**src/rtl/wdt_pkg.sv**
```systemverilog
`timescale 1ns/1ps
package wdt_pkg;
  localparam int MULT_W = 5;
  localparam int RES_W  = 2;
  localparam int REG_W  = 8;

  typedef enum logic [RES_W-1:0] {
    RES_SIXTEENTH = 2'b00,
    RES_QUARTER   = 2'b01,
    RES_ONE       = 2'b10,
    RES_FOUR      = 2'b11
  } res_e;
endpackage

```
**src/rtl/wdt_cfg_reg.sv**
```systemverilog
`timescale 1ns/1ps
module wdt_cfg_reg #(
  parameter int MULT_W = wdt_pkg::MULT_W,
  parameter int RES_W  = wdt_pkg::RES_W,
  parameter int REG_W  = wdt_pkg::REG_W
) (
  input  logic              clk,
  input  logic              rst_n,
  input  logic              wr_en,
  input  logic [REG_W-1:0]  wr_data,
  output logic [MULT_W-1:0] mult_q,
  output logic [RES_W-1:0]  res_q
);
  localparam int MULT_LSB = RES_W;
  localparam int MULT_MSB = RES_W + MULT_W - 1;

  logic [MULT_W-1:0] mult_d;
  logic [RES_W-1:0]  res_d;

  always_comb begin
    mult_d = mult_q;
    res_d  = res_q;
    if (wr_en) begin
      mult_d = wr_data[MULT_MSB:MULT_LSB];
      res_d  = wr_data[RES_W-1:0];
    end
  end

  always_ff @(posedge clk or negedge rst_n) begin
    if (!rst_n) begin
      mult_q <= '0;
      res_q  <= '0;
    end else if (wr_en) begin
      mult_q <= mult_d;
      res_q  <= res_d;
    end
  end
endmodule

```
**src/rtl/wdt_prescaler.sv**
```systemverilog
`timescale 1ns/1ps
module wdt_prescaler #(
  parameter int RES_W = wdt_pkg::RES_W,
  parameter int PRE_W = 2 * ((1 << RES_W) - 1)
) (
  input  logic             clk,
  input  logic             rst_n,
  input  logic             clear,
  input  logic             step,
  input  logic [RES_W-1:0] res,
  output logic             res_tick
);
  logic [PRE_W-1:0] pcnt_q, pcnt_d, last;
  logic             cnt_en;

  // Terminal count 4**res - 1: the lowest 2*res bits set.
  always_comb begin
    for (int i = 0; i < PRE_W; i++) last[i] = (i < 2 * int'(res));
  end

  assign res_tick = step && (pcnt_q == last);
  assign cnt_en   = clear || step;

  always_comb begin
    pcnt_d = pcnt_q;
    if (clear)         pcnt_d = '0;
    else if (res_tick) pcnt_d = '0;
    else if (step)     pcnt_d = pcnt_q + 1'b1;
  end

  always_ff @(posedge clk or negedge rst_n) begin
    if (!rst_n)      pcnt_q <= '0;
    else if (cnt_en) pcnt_q <= pcnt_d;
  end
endmodule

```
**src/rtl/wdt_countdown.sv**
```systemverilog
`timescale 1ns/1ps
module wdt_countdown #(
  parameter int MULT_W = wdt_pkg::MULT_W
) (
  input  logic              clk,
  input  logic              rst_n,
  input  logic              load,
  input  logic [MULT_W-1:0] load_val,
  input  logic              step,
  output logic              expire,
  output logic [MULT_W-1:0] cnt_q
);
  localparam logic [MULT_W-1:0] ONE = MULT_W'(1);

  logic [MULT_W-1:0] cnt_d;
  logic              cnt_en;

  assign expire = step && !load && (cnt_q == ONE);
  assign cnt_en = load || step;

  always_comb begin
    cnt_d = cnt_q;
    if (load || expire) cnt_d = load_val;
    else if (step)      cnt_d = cnt_q - ONE;
  end

  always_ff @(posedge clk or negedge rst_n) begin
    if (!rst_n)      cnt_q <= '0;
    else if (cnt_en) cnt_q <= cnt_d;
  end
endmodule

```
**src/rtl/wdt_flag.sv**
```systemverilog
`timescale 1ns/1ps
module wdt_flag (
  input  logic clk,
  input  logic rst_n,
  input  logic set,
  input  logic clr,
  output logic flag_q
);
  logic flag_d;

  always_comb begin
    flag_d = flag_q;
    if (set)      flag_d = 1'b1;
    else if (clr) flag_d = 1'b0;
  end

  always_ff @(posedge clk or negedge rst_n) begin
    if (!rst_n) flag_q <= 1'b0;
    else        flag_q <= flag_d;
  end
endmodule

```
**src/rtl/wdt_supervisor.sv**
```systemverilog
`timescale 1ns/1ps
module wdt_supervisor #(
  parameter int MULT_W      = wdt_pkg::MULT_W,
  parameter int RES_W       = wdt_pkg::RES_W,
  parameter int REG_W       = wdt_pkg::REG_W,
  parameter int SYNC_STAGES = 2
) (
  input  logic             clk,
  input  logic             rst_n,
  input  logic             base_tick,
  input  logic             wr_en,
  input  logic [REG_W-1:0] wr_data,
  input  logic             rd_flag,
  input  logic             backup,
  output logic             flag_o,
  output logic             alarm_n
);
  localparam int PRE_W    = 2 * ((1 << RES_W) - 1);
  localparam int MULT_LSB = RES_W;
  localparam int MULT_MSB = RES_W + MULT_W - 1;

  logic [SYNC_STAGES-1:0] rs_q;
  logic                   rst_sync_n;

  generate
    if (SYNC_STAGES == 1) begin : g_sync1
      always_ff @(posedge clk or negedge rst_n) begin
        if (!rst_n) rs_q <= '0;
        else        rs_q <= 1'b1;
      end
    end else begin : g_syncn
      always_ff @(posedge clk or negedge rst_n) begin
        if (!rst_n) rs_q <= '0;
        else        rs_q <= {rs_q[SYNC_STAGES-2:0], 1'b1};
      end
    end
  endgenerate
  assign rst_sync_n = rs_q[SYNC_STAGES-1];

  logic [MULT_W-1:0] mult_q, cnt_q, load_val;
  logic [RES_W-1:0]  res_q;
  logic              run, load, step_base, res_tick, expire;

  wdt_cfg_reg #(.MULT_W(MULT_W), .RES_W(RES_W), .REG_W(REG_W)) u_cfg (
    .clk(clk), .rst_n(rst_sync_n), .wr_en(wr_en), .wr_data(wr_data),
    .mult_q(mult_q), .res_q(res_q)
  );

  assign run       = !backup && (mult_q != '0);
  assign load      = wr_en || !run;
  assign step_base = base_tick && run && !wr_en;
  assign load_val  = wr_en ? wr_data[MULT_MSB:MULT_LSB] : mult_q;

  wdt_prescaler #(.RES_W(RES_W), .PRE_W(PRE_W)) u_pre (
    .clk(clk), .rst_n(rst_sync_n), .clear(load), .step(step_base),
    .res(res_q), .res_tick(res_tick)
  );

  wdt_countdown #(.MULT_W(MULT_W)) u_cnt (
    .clk(clk), .rst_n(rst_sync_n), .load(load), .load_val(load_val),
    .step(res_tick), .expire(expire), .cnt_q(cnt_q)
  );

  wdt_flag u_flag (
    .clk(clk), .rst_n(rst_sync_n), .set(expire), .clr(rd_flag), .flag_q(flag_o)
  );

  assign alarm_n = !flag_o;
endmodule

```
**config.mk**
```make
export PLATFORM = sky130hd
export DESIGN_NAME = wdt_supervisor
export DESIGN_NICKNAME = d
export VERILOG_FILES = /design/src/rtl/wdt_pkg.sv /design/src/rtl/wdt_cfg_reg.sv /design/src/rtl/wdt_prescaler.sv /design/src/rtl/wdt_countdown.sv /design/src/rtl/wdt_flag.sv /design/src/rtl/wdt_supervisor.sv
export SDC_FILE = /design/constraint.sdc
export NUM_CORES = 1
export LEC_CHECK = 0
export ABC_AREA = 1
export CAP_MARGIN = 5
export CORE_ASPECT_RATIO = 0.6
export CORE_UTILIZATION = 45
export DETAILED_ROUTE_END_ITERATION = 10
export HOLD_SLACK_MARGIN = 0.1
export PLACE_DENSITY_LB_ADDON = 0.12
export SETUP_SLACK_MARGIN = 0.4
export SYNTH_ARGS = -nofsm -noshare
export SYNTH_HDL_FRONTEND = slang
export SYNTH_SLANG_ARGS = --single-unit
export TNS_END_PERCENT = 10
```
**constraint.sdc**
```tcl
create_clock -name clk -period 0.9 [get_ports clk]
set_input_delay 0.18 -clock clk [delete_from_list [all_inputs] [get_ports clk]]
set_output_delay 0.18 -clock clk [all_outputs]
set_load 0.01 [all_outputs]
```
# Word-level counts from Yosys, hierarchy flattened
# Index checks and enable logic that the tools add are counted.
[op_classes]
n_eq_ne = 2
reduce_logical = 21
add_sub_neg = 2
order_cmp = 6
n_mux = 8
[op_table]
columns = ["operator", "n"]
rows = [
  ["2-to-1 mux 6 bit", 3],
  ["2-to-1 mux 5 bit", 3],
  ["adder 6 x 1 -> 6 bit, second input constant", 1],
  ["equality test 6 bit", 1],
  ["logical AND 1 bit", 6],
  ["< comparator 1 x 3 -> 1 bit, first input constant", 2],
  ["< comparator 2 x 3 -> 1 bit, first input constant", 2],
  ["< comparator 3 bit, first input constant", 2],
  ["equality test 5 x 1 -> 1 bit, second input constant", 1],
  ["logical NOT 1 bit", 5],
  ["nonzero test 5 bit", 1],
  ["subtractor 5 x 1 -> 5 bit, second input constant", 1],
  ["logical OR 1 bit", 4],
  ["AND reduction 2 bit", 2],
  ["nonzero test 2 bit", 2],
  ["nonzero test 3 bit", 1],
  ["2-to-1 mux 1 bit", 2],
]
[word_totals]
inputBits = 14
out_inout_bits = 2
wordCells = 45
ff_bits = 21

# Logic depth before layout (Yosys ltp)
# Gate-level depths: netlist (run 1).
[depth]
ltp_word = 10
ltp_mapped = 11
depth_no_buf = 11

# Modules after synthesis
# A second synthesis (run 1) with hierarchy kept.
[unflattened]
cells_unflattened = 184
hier_area_um2 = 1355.0
[modules_own_cells]
columns = ["mod", "cells_per_inst", "instances", "seq_area_each_um2", "area_each_um2"]
rows = [
  ["wdt_prescaler", 70, 1, 150.1, 441.7],
  ["wdt_countdown", 60, 1, 125.1, 432.9],
  ["wdt_cfg_reg", 30, 1, 175.2, 269.0],
  ["wdt_supervisor", 19, 1, 50.0, 171.4],
  ["wdt_flag", 5, 1, 25.0, 40.0],
]

# Least setup slack after synthesis (run 1)
# OpenSTA, ideal clock, no wires.
[synth_path]
path_kind = "reg-to-reg"
start = "register u_pre.pcnt_q[0]"
end = "register u_cnt.cnt_q[4]"
setup_ns = 0.117
stages_incl_launch_ff = 11
setup_slack_ns = -0.349
t_arrival_ns = 1.132
path_buffers = 0
synth_period_minus_slack_ns = 1.249
t_required_ns = 0.783
path_cell_list = "dfrtp_1 > nor2_1 > nand2_1 > nand2_2 > nand2_2 > nor2_4 > nand3_4 > nand2_4 > nand2_1 > nand3_1 > nand2_1"
[synth_between]
elab_chain_cells = 7
elab_cells_between_ends = 9
cone_classes = "1 x eq/ne; 1 x mux; 7 x reduce/logical"
[synth_lines]
columns = ["element", "line_no", "text"]
rows = [
  ["start, declared", "wdt_prescaler.sv:13", "logic [PRE_W-1:0] pcnt_q, pcnt_d, last;"],
  ["start signal, assigned", "wdt_prescaler.sv:33", "else if (cnt_en) pcnt_q <= pcnt_d;"],
  ["equality test 6 bit *", "wdt_prescaler.sv:21", "assign res_tick = step && (pcnt_q == last);"],
  ["logical AND 1 bit *", "wdt_prescaler.sv:21", ""],
  ["logical AND 1 bit (2 in a row)", "wdt_countdown.sv:18", "assign expire = step && !load && (cnt_q == ONE);"],
  ["logical OR 1 bit", "wdt_countdown.sv:23", "if (load || expire) cnt_d = load_val;"],
  ["nonzero test 2 bit (no source line)", "-", ""],
  ["AND reduction 2 bit (no source line)", "-", ""],
  ["end signal, assigned", "wdt_countdown.sv:29", "else if (cnt_en) cnt_q <= cnt_d;"],
  ["end, declared", "wdt_countdown.sv:11", "output logic [MULT_W-1:0] cnt_q"],
]
# Every way passes the cells marked *; elsewhere a longest branch is shown, timed or not.
# A chain may end at the register's enable or synchronous reset.

# Final worst setup path (run 1)
[layout_path]
start = "register u_cfg.res_q[1]"
end = "register u_cnt.cnt_q[1]"
[layout_between]
elab_chain_cells = 8
elab_cells_between_ends = 15
cone_classes = "6 x order compare; 1 x eq/ne; 1 x mux; 7 x reduce/logical"
[layout_lines]
columns = ["element", "line_no", "text"]
rows = [
  ["start, declared", "wdt_cfg_reg.sv:12", "output logic [RES_W-1:0] res_q"],
  ["start signal, assigned", "wdt_cfg_reg.sv:35", "res_q <= res_d;"],
  ["< comparator 1 x 3 -> 1 bit, or another cell as far along", "wdt_prescaler.sv:18", "for (int i = 0; i < PRE_W; i++) last[i] = (i < 2 * int'(res));"],
  ["equality test 6 bit *", "wdt_prescaler.sv:21", ""],
  ["logical AND 1 bit *", "wdt_prescaler.sv:21", ""],
  ["logical AND 1 bit (2 in a row)", "wdt_countdown.sv:18", ""],
  ["logical OR 1 bit", "wdt_countdown.sv:23", ""],
  ["nonzero test 2 bit (no source line)", "-", ""],
  ["AND reduction 2 bit (no source line)", "-", ""],
]
# Marked as above.

==> flow_metrics.tcl, run 1 <==
set metrics [dict create \
    status "finished with violations" \
    violations "setup timing" \
    cts_root_buf "clkbuf_8" \
    antenna_left 0 \
    fmax_mhz 685 \
    grt_start_max_net_pins 20 \
    die-area_sq_um 2870 \
    synth_net_count 165 \
    layout.cells.non_filler 222 \
    fin_tns_setup_ns -5.78 \
    timing.critical_path.arrival_ns 1.62 \
    min-delay-path-class "input pin to async pin" \
    die_h_um 41.9 \
    antenna_cells_inserted 0 \
    num_rows 14 \
    detail_route.wl_per_cell_um 12.0 \
    initial_drc_count 42 \
    globalRoute.totalOverflow 0 \
    final_common_cell "nand2_1" \
    pwr_density_cell_nw_per_um2 1470 \
    grt.total_usage_pct 20.6 \
    finClkSkew_ns 0.00166 \
    cp_data_required_time_ns 1.06 \
    syn_area_sq_um 1190 \
    proportion_of_layout_cells_with_a_drive_suffix_above_1_pct 39.5 \
    antenna_found_initial 0 \
    layout_common_cells "nand2_1 (32), buf_4 (23), dfrtp_1 (20)" \
    setup-violations-final 14 \
    p_leak_nw 0.818 \
    setup_ws_ns -0.559 \
    h-tree-depth 1 \
    dr_total_vias 1039 \
    buffer_ports.inserted 14 \
    routabilityCongestion 0.908 \
    floorplan.initialDensity_pct 47.7 \
    crit_path_max_incr_delay_ns 0.46 \
    finalMaxSlewViolations 0 \
    path_clk_slew_ns 0.08 \
    synthCells 148 \
    max-cap-violations 0 \
    synthDistinctLibCells 26 \
    final_hold_viol_count 0 \
    worst_path_cell_with_the_longest_stage_delay "dfrtp_2" \
    rsz0062_at_grt "true" \
    top_level_ports 16 \
    layout.filler_cells 216 \
    worstPathCellList "nor2_2 -> nand2_1 -> nand2_2 -> nand2_2 -> nor2_4 -> nand3_4 -> nand2_4 -> nand2_2 -> nand3_2 -> nand2_2" \
    critical_path.top_delay_family "simple AND/OR/NAND/NOR gates" \
    irDropWorstVdd_mv 1.16 \
    core_area_sq_um 2500 \
    drt-total-wl_um 2670 \
    yosysWarnings 0 \
    number_of_global_route_vias_before_repair 950 \
    clock_tree.buffer_depth 2 \
    vias_per_cell 4.68 \
    detailedPlace.worstSlack_ns -0.674 \
    ys_ff_latch 21 \
    cts.sink_count 21 \
    period_share_pct 162 \
    place_inst 218 \
    die_x_um 68.5 \
    post_synth.cell_area_avg_sq_um 8.07 \
    clock_latency_of_the_later_clocked_register_in_the_worst_skew_pair_ns 0.26 \
    drt_pre_antenna_iters 4 \
    worst_hold_slack_ns 0.0703 \
    cp_max_fo 7 \
    cts_tree "yes" \
    finalNetCount 208 \
    worst_path_most_repeated_cell "nand2_2" \
    cp.buffers_inverters 0 \
    critical_path.startpoint_type "flip-flop" \
    post_cts_buffers 0 \
    grt_pass1_wl_um 4220 \
    setup.worst_path.end_class "flip-flop" \
    post-dp-hpwl_um 1940 \
    area_delta_synth_final_pct 39.2 \
    cts-buffers-inserted 3 \
    timing.final.crit_period_ns 1.46 \
    drc 0 \
    yosysSeqAreaShare_pct 44.0 \
    worst-setup-path-type "flip-flop to flip-flop" \
]
routing by layer:
metal / wire, um / global-route usage (%) / up-vias
met2: 1070 / 28.2 / 21
met1: 1440 / 32.2 / 471
met4: 19 / 3.75 / 0
li1: - / - / 543
met5: 0 / 0 / -
met3: 143 / 5.77 / 4
worst register-to-register path, delay by kind of cell, from the launching register on:
| family | cells | cell delay [ns] |
|---|---|---|
| DFF | 1 | 0.46 |
| and+or+nand+nor | 10 | 0.89 |
Yosys cell counts (all sizes together):
library cell | number | area [sq um]
xor2 | 3 | 26.3
a21oi | 4 | 23.8
nand3b | 1 | 7.51
o31ai | 1 | 7.51
inv | 24 | 97.6
clkbuf | 1 | 3.75
o21ai | 9 | 48.8
nand2 | 45 | 201
nand4 | 2 | 12.5
ha | 3 | 37.5
nand3 | 15 | 87.6
dfrtp | 21 | 526
xnor2 | 2 | 17.5
conb | 1 | 3.75
nor2 | 15 | 88.8
nor3 | 1 | 5.00
worst paths after layout:
kind,cells past startpoint,from,end,slack [ns]
max in group asynchronous,1,rs_q[1]$_DFF_PN0_,u_cfg.res_q[1]$_DFFE_PN0P_,0.47
min,1,rst_n,rs_q[1]$_DFF_PN0_,0.07
max reg2reg,10,u_cfg.res_q[1]$_DFFE_PN0P_,u_cnt.cnt_q[1]$_DFFE_PN0P_,-0.56
max,10,u_cfg.res_q[1]$_DFFE_PN0P_,u_cnt.cnt_q[1]$_DFFE_PN0P_,-0.56
min reg2reg,1,rs_q[1]$_DFF_PN0_,u_flag.flag_q$_DFFE_PN0P_,0.20
min in group clk,0,rs_q[0]$_DFF_PN0_,rs_q[1]$_DFF_PN0_,0.35
layout make-up:
| class | count | area [sq um] | area share, % |
|---|---|---|---|
| inverter | 24 | 100 | 6.02 |
| clock buffer | 3 | 41.3 | 2.48 |
| tap | 32 | 40.0 | 2.41 |
| sequential | 21 | 527 | 31.7 |
| clock inverter | 1 | 5.00 | 0.301 |
| timing repair buffer | 39 | 324 | 19.5 |
| multi-input combinational | 102 | 626 | 37.6 |
stage by stage:
step	util (%)	total power, mW	area [sq um]
after floorplan	-	1.46	1200
after global placement	62.3	1.75	1560
after detailed placement	62.3	1.76	1560
after CTS	64.1	2.41	1610
after global routing	66.4	2.58	1660
final	66.4	2.44	1660
state kept, by name, summed over array words and instances (netlist names):
| name | cells |
|---|---|
| u_pre.pcnt_q | 6 |
| u_cfg.res_q | 2 |
| u_flag.flag_q | 1 |
| u_cnt.cnt_q | 5 |
| rs_q | 2 |
| u_cfg.mult_q | 5 |
repair_timing:
item | in CTS | in global routing
pin swaps | 4 | 15
gates resized for setup | 20 | 22
setup endpoints to repair | 21 | 21
hold endpoints to repair | 2 | 2
power breakdown:
group          leakage (nW)  switching [mW]  total (mW)  internal (mW)
sequential            0.256          0.0793        1.12           1.04
clock                0.0255           0.318       0.627          0.309
combinational         0.536           0.356       0.699          0.343
total                 0.818           0.753        2.44           1.69
cell families (layout without fill, tap and decap cells):
| family | after synthesis | in the layout | synth area share (%) |
|---|---|---|---|
| and+or+nand+nor | 79 | 79 | 33.7 |
| AOI/OAI and AO/OA | 14 | 14 | 6.70 |
| other | 1 | 1 | 0.314 |
| buffers and inverters | 25 | 67 | 8.48 |
| adders and majority gates | 3 | 3 | 3.14 |
| xor gates and xnor gates | 5 | 5 | 3.67 |
| DFF | 21 | 21 | 44.0 |
No activity file was read; power rests on OpenSTA's default activity.
==> run 2: changes to the inputs <==
Settings changed: CELL_PAD_IN_SITES_DETAIL_PLACEMENT set to 2, CELL_PAD_IN_SITES_GLOBAL_PLACEMENT set to 2, CORE_UTILIZATION 45 to 31, GPL_TIMING_DRIVEN set to 1.
==> flow_metrics.tcl, run 2 (same netlist as run 1, synthesis figures left out) <==
set metrics [dict create \
    initial_drc_count 45 \
    detail_route.wl_per_cell_um 15.6 \
    finalNetCount 209 \
    globalRoute.totalOverflow 0 \
    finClkSkew_ns 0.00362 \
    detailedPlace.worstSlack_ns -0.778 \
    grt_pass1_wl_um 6260 \
    layout_common_cells "nand2_1 (33), buf_4 (23), dfrtp_1 (18)" \
    status "finished with violations" \
    number_of_global_route_vias_before_repair 1264 \
    flip_flop_count_of_the_largest_register_after_layout 6 \
    floorplan.initialDensity_pct 32.5 \
    cp_data_required_time_ns 1.06 \
    max-cap-violations 0 \
    worst_hold_slack_ns 0.0610 \
    min-delay-path-class "input pin to async pin" \
    violations "setup timing" \
    critical_path.startpoint_type "flip-flop" \
    cp_max_fo 7 \
    cts_root_buf "clkbuf_8" \
    total_switching_power_mw 0.818 \
    vias_per_cell 4.66 \
    clock_tree.buffer_depth 2 \
    core_area_sq_um 3680 \
    path_clk_slew_ns 0.08 \
    routabilityCongestion 0.802 \
    p_leak_nw 0.827 \
    cts_tree "yes" \
    power_report.internal_total_mw 1.69 \
    power_frac_comb_pct 28.8 \
    die_h_um 50.1 \
    final_common_cell "nand2_1" \
    pwr_density_cell_nw_per_um2 1480 \
    setup-violations-final 14 \
    worst_r2r_startpoint "u_cfg.res_q[1]$_DFFE_PN0P_" \
    worst-setup-path-type "flip-flop to flip-flop" \
    finalMaxSlewViolations 0 \
    grt_start_max_net_pins 20 \
    antenna_cells_inserted 0 \
    layout.core_utilization_pct 46.1 \
    p_seq_share_pct 45.0 \
    reg2reg_depth 11 \
    num_rows 17 \
    irDropWorstVdd_mv 0.622 \
    post_cts_buffers 0 \
    drc 0 \
    fmax_mhz 670 \
    rsz0062_at_grt "true" \
    area_delta_synth_final_pct 42.1 \
    timing.final.crit_period_ns 1.49 \
    largestRegisters "u_pre.pcnt_q: 6 flops, u_cfg.mult_q: 5 flops, u_cnt.cnt_q: 5 flops" \
    register_to_register_setup_slack_ns -0.59 \
    rr_endpoint "u_cnt.cnt_q[3]$_DFFE_PN0P_" \
    timing.critical_path.arrival_ns 1.66 \
    proportion_of_layout_cells_with_a_drive_suffix_above_1_pct 39.8 \
    drt-total-wl_um 3720 \
    die_x_um 82.2 \
    antenna_left 0 \
    setup_ws_ns -0.593 \
    grt.total_usage_pct 21.3 \
    post-dp-hpwl_um 3030 \
    drt_pre_antenna_iters 4 \
    period_share_pct 166 \
    die-area_sq_um 4110 \
    power_frac_clock_pct 26.1 \
    h-tree-depth 1 \
    largest-register "u_pre.pcnt_q" \
    cts-buffers-inserted 3 \
    sw_frac_of_total_pct 32.6 \
    cts.sink_count 21 \
    setup.worst_path.end_class "flip-flop" \
    antenna_found_initial 0 \
    clock_latency_of_the_later_clocked_register_in_the_worst_skew_pair_ns 0.27 \
    top_level_ports 16 \
    final_hold_viol_count 0 \
    dr_total_vias 1109 \
    buffer_ports.inserted 14 \
]
run 2: cell types whose count changed in the layout (fill, tap and decap cells not counted), sizes merged:
cell,change
buf,+1
run 2: stage by stage:
step                instances  power [mW]  TNS, ns  instance area, sq um
detailed placement        234        1.82   -10.93                  1590
global placement          234        1.77    -9.94                  1590
finish                    238        2.51    -6.22                  1700
global route              238        2.67    -7.30                  1700
CTS                       238        2.52    -6.50                  1660
floorplan                 148        1.46    -3.49                  1200
run 2: worst max-delay path: stages (launching register included):
cell and delay [ns]:
dfrtp_2 0.48, inv_2 0.06, nand2_2 0.09, nand2_2 0.06
nand2_2 0.06, nand2_2 0.06, nor2_4 0.12, nand2_2 0.10
nand2_4 0.14, inv_4 0.07, nand2_1 0.08, nand2_1 0.06
run 2: metal layers:
metal	wire [um]	track usage [%]	share of wire (%)	up-vias
li1	-	-	-	542
met1	1860	27.2	50	545
met2	1710	36.1	46	18
met3	127	4.81	3.4	4
met4	24	4.97	0.64	0
met5	0	0	0	-
run 2: timing repair:
| action | CTS | global route |
|---|---|---|
| endpoints found under the hold margin | 2 | 2 |
| pin swaps | 8 | 6 |
| resized for setup | 31 | 14 |
| gates cloned | 0 | 0 |
| setup endpoints to repair | 21 | 23 |
run 2: how the worst max path moves through the flow:
stage	to	depth (start not counted)	slack [ns]	startpoint
detailed placement	u_cnt.cnt_q[1]$_DFFE_PN0P_	9	-0.78	wr_en
global route	u_cnt.cnt_q[3]$_DFFE_PN0P_	10	-0.67	u_cfg.res_q[1]$_DFFE_PN0P_
finish	u_cnt.cnt_q[3]$_DFFE_PN0P_	11	-0.59	u_cfg.res_q[1]$_DFFE_PN0P_
floorplan	u_cnt.cnt_q[4]$_DFFE_PN0P_	11	-0.34	u_pre.pcnt_q[0]$_DFFE_PN0P_
global placement	u_cnt.cnt_q[4]$_DFFE_PN0P_	9	-0.70	wr_en
CTS	u_cnt.cnt_q[4]$_DFFE_PN0P_	10	-0.61	u_cfg.res_q[1]$_DFFE_PN0P_
run 2: final cells by class:
cell class	count	area, sq um
fill	427	1980
multi-input combinational	102	624
sequential	21	529
timing repair buffer	40	342
inverter	24	97.6
tap	47	58.8
clock buffer	3	41.3
clock inverter	1	5.00
run 2: power groups by stage:
| stage | logic, mW | clock network, mW | registers (mW) |
|---|---|---|---|
| global route | 0.809 | 0.714 | 1.14 |
| CTS | 0.721 | 0.674 | 1.12 |
| global placement | 0.649 | 0 | 1.12 |
| detailed placement | 0.687 | 0 | 1.13 |
| finish | 0.724 | 0.656 | 1.13 |
| floorplan | 0.316 | 0 | 1.14 |
==> run 3: changes to the inputs <==
==> constraint.sdc (replaced) <==
create_clock -name clk -period 0.9 [get_ports clk]
set_input_delay 0.09 -clock clk [delete_from_list [all_inputs] [get_ports clk]]
set_output_delay 0.09 -clock clk [all_outputs]
set_load 0.01 [all_outputs]
==> results of run 3 <==
Same layout as run 2 (identical final DEF). Status: finished with violations: hold timing, setup timing.
Main changes from that run: setup slack after placement -0.778 ns -> -0.688 ns; setup TNS -6.22 ns -> -6.04 ns; hold slack 0.0610 ns -> -0.0290 ns; number of hold violations in the final report 0 -> 2
